## src/rtl/mbus_pkg.sv

```systemverilog
package mbus_pkg;
  typedef enum logic [2:0] {
    ST_IDLE  = 3'd0,
    ST_T1    = 3'd1,
    ST_T2    = 3'd2,
    ST_TW    = 3'd3,
    ST_T3    = 3'd4,
    ST_T4    = 3'd5,
    ST_FLOAT = 3'd6,
    ST_HLDA  = 3'd7
  } bus_st_e;
endpackage

```

## src/rtl/mbus_seq.sv

```systemverilog
module mbus_seq
  import mbus_pkg::*;
(
  input  logic    clk_i,
  input  logic    rst_ni,
  input  logic    req_valid_i,
  input  logic    cur_write_i,
  input  logic    ready_i,
  input  logic    hold_i,
  output bus_st_e state_o,
  output logic    req_ready_o,
  output logic    accept_o,
  output logic    finish_o
);
  bus_st_e st_q, st_d;

  assign req_ready_o = (st_q == ST_IDLE) && !hold_i;
  assign accept_o    = req_ready_o && req_valid_i;
  // last bus state of the access: T3 on reads, trailing T4 on writes
  assign finish_o    = ((st_q == ST_T3) && !cur_write_i) || (st_q == ST_T4);
  assign state_o     = st_q;

  always_comb begin
    st_d = st_q;
    unique case (st_q)
      ST_IDLE: begin
        if (hold_i)           st_d = ST_FLOAT;
        else if (req_valid_i) st_d = ST_T1;
      end
      ST_T1:    st_d = ST_T2;
      ST_T2,
      ST_TW:    st_d = ready_i ? ST_T3 : ST_TW;
      ST_T3:    st_d = cur_write_i ? ST_T4 : ST_IDLE;
      ST_T4:    st_d = ST_IDLE;
      ST_FLOAT: st_d = hold_i ? ST_HLDA : ST_IDLE;
      ST_HLDA:  st_d = hold_i ? ST_HLDA : ST_IDLE;
      default:  st_d = ST_IDLE;
    endcase
  end

  always_ff @(posedge clk_i or negedge rst_ni) begin
    if (!rst_ni) st_q <= ST_IDLE;
    else         st_q <= st_d;
  end

  // the bus is floated only from a cycle boundary
  p_float_from_idle_r8: assert property (@(posedge clk_i) disable iff (!rst_ni)
    (st_q == ST_FLOAT) |-> ($past(st_q) == ST_IDLE));
endmodule

```

## src/rtl/mbus_dpath.sv

```systemverilog
module mbus_dpath
  import mbus_pkg::*;
#(
  parameter int ADDR_W = 16,
  parameter int DATA_W = 8
) (
  input  logic                       clk_i,
  input  logic                       rst_ni,
  input  bus_st_e                    state_i,
  input  logic                       accept_i,
  input  logic                       finish_i,
  input  logic [ADDR_W-1:0]          req_addr_i,
  input  logic                       req_io_i,
  input  logic                       req_write_i,
  input  logic [DATA_W-1:0]          req_wdata_i,
  input  logic [DATA_W-1:0]          ad_i,
  output logic                       cur_write_o,
  output logic                       done_o,
  output logic [DATA_W-1:0]          rdata_o,
  output logic [ADDR_W-DATA_W-1:0]   addr_hi_o,
  output logic                       addr_hi_oe_o,
  output logic [DATA_W-1:0]          ad_o,
  output logic                       ad_oe_o,
  output logic                       ale_o,
  output logic                       io_m_o,
  output logic                       rd_n_o,
  output logic                       wr_n_o,
  output logic                       ctl_oe_o,
  output logic                       hlda_o
);
  localparam int HI_W = ADDR_W - DATA_W;

  logic [ADDR_W-1:0] addr_q;
  logic              io_q, wr_q, done_q;
  logic [DATA_W-1:0] wdata_q, rdata_q;
  logic [HI_W-1:0]   io_hi;
  logic              strobe_ph, floated;

  // port number repeated across the upper lines for I/O cycles
  for (genvar g = 0; g < HI_W; g++) begin : g_io_hi
    assign io_hi[g] = addr_q[g % DATA_W];
  end

  always_ff @(posedge clk_i or negedge rst_ni) begin
    if (!rst_ni) begin
      addr_q  <= '0;
      io_q    <= 1'b0;
      wr_q    <= 1'b0;
      wdata_q <= '0;
      rdata_q <= '0;
      done_q  <= 1'b0;
    end else begin
      if (accept_i) begin
        addr_q  <= req_addr_i;
        io_q    <= req_io_i;
        wr_q    <= req_write_i;
        wdata_q <= req_wdata_i;
      end
      // edge ending T3 is the rising edge of the read strobe
      if (state_i == ST_T3 && !wr_q) rdata_q <= ad_i;
      done_q <= finish_i;
    end
  end

  assign strobe_ph    = (state_i == ST_T2) || (state_i == ST_TW) || (state_i == ST_T3);
  assign floated      = (state_i == ST_FLOAT) || (state_i == ST_HLDA);

  assign cur_write_o  = wr_q;
  assign done_o       = done_q;
  assign rdata_o      = rdata_q;
  assign ale_o        = (state_i == ST_T1);
  assign addr_hi_o    = io_q ? io_hi : addr_q[ADDR_W-1:DATA_W];
  assign addr_hi_oe_o = !floated;
  assign ctl_oe_o     = !floated;
  assign io_m_o       = io_q;
  assign ad_o         = (state_i == ST_T1) ? addr_q[DATA_W-1:0] : wdata_q;
  assign ad_oe_o      = (state_i == ST_T1) || (wr_q && (strobe_ph || state_i == ST_T4));
  assign rd_n_o       = !(strobe_ph && !wr_q);
  assign wr_n_o       = !(strobe_ph && wr_q);
  assign hlda_o       = (state_i == ST_HLDA);

  // write data still driven and unchanged when the write strobe rises
  p_wr_data_hold_r5: assert property (@(posedge clk_i) disable iff (!rst_ni)
    $rose(wr_n_o) |-> (ad_oe_o && $stable(ad_o)));
  // shared lines released while the read strobe is low
  p_rd_release_r4: assert property (@(posedge clk_i) disable iff (!rst_ni)
    !rd_n_o |-> !ad_oe_o);
endmodule

```

## src/rtl/mux_bus_ctrl.sv

```systemverilog
module mux_bus_ctrl
  import mbus_pkg::*;
#(
  parameter int ADDR_W = 16,
  parameter int DATA_W = 8
) (
  input  logic                     clk_i,
  input  logic                     rst_ni,
  input  logic                     req_valid_i,
  output logic                     req_ready_o,
  input  logic [ADDR_W-1:0]        req_addr_i,
  input  logic                     req_io_i,
  input  logic                     req_write_i,
  input  logic [DATA_W-1:0]        req_wdata_i,
  output logic                     done_o,
  output logic [DATA_W-1:0]        rdata_o,
  output logic [ADDR_W-DATA_W-1:0] addr_hi_o,
  output logic                     addr_hi_oe_o,
  output logic [DATA_W-1:0]        ad_o,
  input  logic [DATA_W-1:0]        ad_i,
  output logic                     ad_oe_o,
  output logic                     ale_o,
  output logic                     io_m_o,
  output logic                     rd_n_o,
  output logic                     wr_n_o,
  output logic                     ctl_oe_o,
  input  logic                     ready_i,
  input  logic                     hold_i,
  output logic                     hlda_o
);
  bus_st_e st;
  logic    accept, finish, cur_write;

  mbus_seq u_seq (
    .clk_i       (clk_i),
    .rst_ni      (rst_ni),
    .req_valid_i (req_valid_i),
    .cur_write_i (cur_write),
    .ready_i     (ready_i),
    .hold_i      (hold_i),
    .state_o     (st),
    .req_ready_o (req_ready_o),
    .accept_o    (accept),
    .finish_o    (finish)
  );

  mbus_dpath #(.ADDR_W(ADDR_W), .DATA_W(DATA_W)) u_dpath (
    .clk_i        (clk_i),
    .rst_ni       (rst_ni),
    .state_i      (st),
    .accept_i     (accept),
    .finish_i     (finish),
    .req_addr_i   (req_addr_i),
    .req_io_i     (req_io_i),
    .req_write_i  (req_write_i),
    .req_wdata_i  (req_wdata_i),
    .ad_i         (ad_i),
    .cur_write_o  (cur_write),
    .done_o       (done_o),
    .rdata_o      (rdata_o),
    .addr_hi_o    (addr_hi_o),
    .addr_hi_oe_o (addr_hi_oe_o),
    .ad_o         (ad_o),
    .ad_oe_o      (ad_oe_o),
    .ale_o        (ale_o),
    .io_m_o       (io_m_o),
    .rd_n_o       (rd_n_o),
    .wr_n_o       (wr_n_o),
    .ctl_oe_o     (ctl_oe_o),
    .hlda_o       (hlda_o)
  );

  p_ale_pulse_r2: assert property (@(posedge clk_i) disable iff (!rst_ni)
    ale_o |=> !ale_o);
  p_ale_no_strobe_r2: assert property (@(posedge clk_i) disable iff (!rst_ni)
    ale_o |-> (rd_n_o && wr_n_o && ad_oe_o));
  p_addr_stable_r2: assert property (@(posedge clk_i) disable iff (!rst_ni)
    $fell(ale_o) |-> ($stable(addr_hi_o) && $stable(io_m_o)));
  p_io_dup_r3: assert property (@(posedge clk_i) disable iff (!rst_ni)
    (ale_o && io_m_o) |-> (addr_hi_o[0] == ad_o[0]));
  p_strobe_excl_r4: assert property (@(posedge clk_i) disable iff (!rst_ni)
    !(!rd_n_o && !wr_n_o));
  p_wait_r6: assert property (@(posedge clk_i) disable iff (!rst_ni)
    ((st == ST_T2 || st == ST_TW) && !ready_i) |=> (st == ST_TW && (!rd_n_o || !wr_n_o)));
  p_done_pulse_r7: assert property (@(posedge clk_i) disable iff (!rst_ni)
    done_o |=> !done_o);
  p_rd_capture_r7: assert property (@(posedge clk_i) disable iff (!rst_ni)
    (done_o && $past(!rd_n_o)) |-> (rdata_o == $past(ad_i)));
  p_hlda_float_r8: assert property (@(posedge clk_i) disable iff (!rst_ni)
    hlda_o |-> (!ad_oe_o && !addr_hi_oe_o && !ctl_oe_o));
  p_hlda_after_float_r8: assert property (@(posedge clk_i) disable iff (!rst_ni)
    $rose(hlda_o) |-> $past(!ctl_oe_o && !addr_hi_oe_o));
  p_release_r9: assert property (@(posedge clk_i) disable iff (!rst_ni)
    $fell(hlda_o) |-> (ctl_oe_o && addr_hi_oe_o && !ale_o));
endmodule

```

## config.mk

```make
export PLATFORM = sky130hd
export DESIGN_NAME = mux_bus_ctrl
export DESIGN_NICKNAME = d
export VERILOG_FILES = /design/src/rtl/mbus_pkg.sv /design/src/rtl/mbus_seq.sv /design/src/rtl/mbus_dpath.sv /design/src/rtl/mux_bus_ctrl.sv
export SDC_FILE = /design/constraint.sdc
export NUM_CORES = 1
export LEC_CHECK = 0
export ABC_CLOCK_PERIOD_IN_PS = 2600
export BUFFER_PORTS_ARGS = -buffer_cell sky130_fd_sc_hd__buf_4
export CORE_UTILIZATION = 50
export DETAILED_ROUTE_END_ITERATION = 8
export GPL_TIMING_DRIVEN = 0
export HOLD_SLACK_MARGIN = 0.02
export PLACE_DENSITY = 0.9
export SLEW_MARGIN = 20
export SYNTH_ARGS = -nofsm -noshare
export SYNTH_HDL_FRONTEND = slang
export SYNTH_SLANG_ARGS = --single-unit
```

## constraint.sdc

```tcl
create_clock -name clk_i -period 2.6 [get_ports clk_i]
set_input_delay 0.26 -clock clk_i [delete_from_list [all_inputs] [get_ports clk_i]]
set_output_delay 0.26 -clock clk_i [all_outputs]
set_load 0.01 [all_outputs]
```

==> key figures <==
Routing
  – Final wirelength: 3890 um
  – DR pass1 iterations: 4
  – Drc violations: 0
  – Routed wire per std cell: 15.6 um
  – ANT nets after route: 0
  – DRT iter0 DRCs: 62
  – DR vias: 1301
  – Via/cell ratio: 5.20

Floorplanning
  – Initial Utilization: 0.535
  – Std cell rows: 21
  – Die area: 3930 um2
  – Core Box Area: 3440 um2
  – Die Y: 62.7 um
  – Die X: 62.7 um
  – I/O pin cnt: 73

Finish
  – Fin cells: 250
  – Nets@finish: 242
  – Fraction of layout cells with a size suffix above 1: 0.676
  – ANT cells: 0
  – Final-layout fill cell count: 239
  – Area delta synth->final: 39.2%
  – Post-Route Utilization: 0.744

Clock tree
  – # resized after CTS: 0
  – CTS max path bufs: 2
  – Reg clk slew, reported paths: 0.08 ns
  – H-tree Lvls: 2
  – Total clock buffers created by CTS: 5
  – Hold_buf cts: 1
  – Sink Count: 38
  – # Post-CTS Setup Buffers: 0
  – Skew-Pair Late Insertion Delay: 0.29 ns
  – TritonCTS clock tree: done
  – Root buf cell: clkbuf_8

Global routing
  – Vias in the first global route: 1367
  – First-pass GRT wire length: 6580 um
  – Pin count of the biggest net entering global routing: 39
  – GRT Resource Usage Total: 0.227
  – Antenna violations before repair: 0
  – Aggregate global routing overflow: 0

Timing
  – Fin crit share: 0.882
  – Tmin final: 2.29 ns
  – RSZ-0062 raised after global routing: false
  – Final setup viols: 0
  – Setup TNS: 0 ns
  – Setup Skew: 0.00312 ns
  – Slew headroom: 0.643
  – Worst slew pin tran: 0.533 ns
  – Min Hold Slack: 0.189 ns
  – Final hold viol count: 0
  – Max Fclk: 436 MHz
  – Slew Viols, Final: 0

Worst hold path
  – Worst hold start: req_addr_i[4]
  – Worst Hold Endpoint: u_dpath.addr_q[4]
  – Hold Crit Class: in2reg
  – Hold Path Depth: 2

Yosys
  – Synth Flop Type: dfrtp_1
  – Post-synth top cells: dfrtp_1 (38), mux2_2 (30), mux2_4 (20), clkbuf_1 (5), a21oi_1 (3)
  – Synth top area share: 0.517
  – Post-synthesis sequential area ratio: 0.517
  – Ys Warns: 0
  – FFs w/ async S/R, synth: 1.00
  – Cell Area, Synth: 1840 um2
  – Number of flops mapped to enable cells by yosys: 0
  – Post-Syn Area per Cell: 15.0 um2
  – Largest cells by area after synthesis: dfrtp_1 (52%), mux2_2 (18%), mux2_4 (16%)
  – Mapped Cells: 123
  – Syn_nets: 162
  – Count of cell types in the netlist: 25
  – Yosys top cell by area: dfrtp_1
  – Seq cells post-synth: 38
  – Top-count cell post-synth: dfrtp_1

Pwr
  – Max VDD drop: 0.746 mV
  – Power per Cell Area: 1280 nW/um2
  – P_leak: 1.28 nW

Critical path
  – Setup crit end kind: output port
  – Worst path arrival time: 2.03 ns
  – Reg2Reg Depth: 5
  – Crit-path max FO: 9
  – FF-to-FF setup slack: 0.88 ns
  – R2r startpoint: u_seq.state_o[0]
  – WS Path Type: reg2out
  – Reg-to-reg endpoint: u_dpath.wdata_q[4]
  – Worst Setup Start Kind: flip-flop
  – Worst EP required: 2.34 ns

Placed design
  – Placer congestion estimate: 0.774
  – Placed insts: 241
  – IO Port Bufs: 72
  – Final HPWL DP: 2910 um

Flow run
  – Max-Cap Viols: 0

Run status
  – Status: finished clean
==> worst max path at each step <==
| stage | slack [ns] | end | depth (start not counted) | from |
|---|---|---|---|---|
| 2_1_floorplan | 0.91 | ad_o[0] | 4 | u_seq.state_o[0] |
| 4_1_cts | 0.29 | ad_o[3] | 5 | u_seq.state_o[0] |
| 3_5_place_dp | 0.63 | ad_o[3] | 5 | u_seq.state_o[0] |
| 5_1_grt | 0.14 | ad_o[3] | 5 | u_seq.state_o[0] |
| 3_3_place_gp | 0.65 | ad_o[3] | 5 | u_seq.state_o[0] |
| 6_report | 0.31 | ad_o[3] | 5 | u_seq.state_o[0] |
==> per-stage QoR <==
| stage | total power [mW] | instance area [um2] | setup slack (ns) |
|---|---|---|---|
| finish | 3.27 | 2560 | 0.306 |
| global route | 3.48 | 2560 | 0.137 |
| CTS | 3.31 | 2560 | 0.290 |
| detailed placement | 2.79 | 2440 | 0.634 |
| global placement | 2.70 | 2440 | 0.653 |
| floorplan | 2.08 | 1840 | 0.914 |
==> metal layers <==
| layer | track usage | up-vias | routed length (um) |
|---|---|---|---|
| met1 | 0.266 | 624 | 1630 |
| met4 | 0.113 | 0 | 78 |
| met5 | 0 | - | 0 |
| met2 | 0.367 | 72 | 1870 |
| li1 | - | 599 | - |
| met3 | 0.0821 | 6 | 321 |
==> state kept, by name, summed over array words and instances (netlist names) <==
register	count
u_dpath.wdata_q	8
u_dpath.rdata_o	8
u_dpath.addr_q	16
u_dpath.done_o	1
u_dpath.cur_write_o	1
u_dpath.io_m_o	1
u_seq.state_o	3
==> logic make-up after synthesis <==
group / count (synthesis) / synth area share
buffers and inverters: 11 / 0.0333
multiplexers: 51 / 0.352
AND/OR/NAND/NOR: 14 / 0.0673
flip-flops: 38 / 0.517
AO/OA/AOI/OAI: 9 / 0.0306
==> power by group <==
| group | leakage, nW | switching (mW) | internal (mW) | total (mW) |
|---|---|---|---|---|
| Combinational | 0.769 | 0.663 | 1.02 | 1.68 |
| Clock | 0.0504 | 0.220 | 0.285 | 0.505 |
| Sequential | 0.458 | 0.197 | 0.890 | 1.09 |
| Total | 1.28 | 1.08 | 2.20 | 3.27 |
==> final cells by class <==
| cell class | count | area, um2 | share of cell area |
|---|---|---|---|
| clock inverters | 3 | 45.0 | 0.0176 |
| flip-flops and latches | 38 | 951 | 0.371 |
| multi-input cells | 74 | 828 | 0.323 |
| clock buffers | 5 | 68.8 | 0.0269 |
| repair buffers | 73 | 551 | 0.215 |
| well taps | 46 | 57.6 | 0.0225 |
| plain buffers | 9 | 53.8 | 0.0210 |
| inverters | 2 | 7.51 | 0.00293 |
==> layout by cell type (no fill, tap or decap) <==
cell type and count:
or2_2 1, a22oi_1 2, inv_1 2, mux2i_1 1, clkbuf_1 5, o21ai_0 2
o32a_1 1, buf_4 73, buf_2 1, nor3b_1 2, mux2_2 30, dlygate4sd3_1 1
buf_6 2, nor4b_4 1, bufinv_16 1, dfrtp_1 38, nor2_1 1, nor4_4 1
nand2_4 1, nand2b_1 1, clkinvlp_4 2, nand3b_1 1, a21oi_1 3, and3_1 2
nand2_1 1, clkbuf_8 5, mux2_4 20, nor2b_1 2, a31oi_1 1
==> critical path: stages (launching register included) <==
cell and delay [ns]:
dfrtp_1 0.33, clkbuf_1 0.38, nor3b_1 0.22, buf_2 0.29
mux2_2 0.38, buf_4 0.14
No activity file was read; power rests on OpenSTA's default activity.
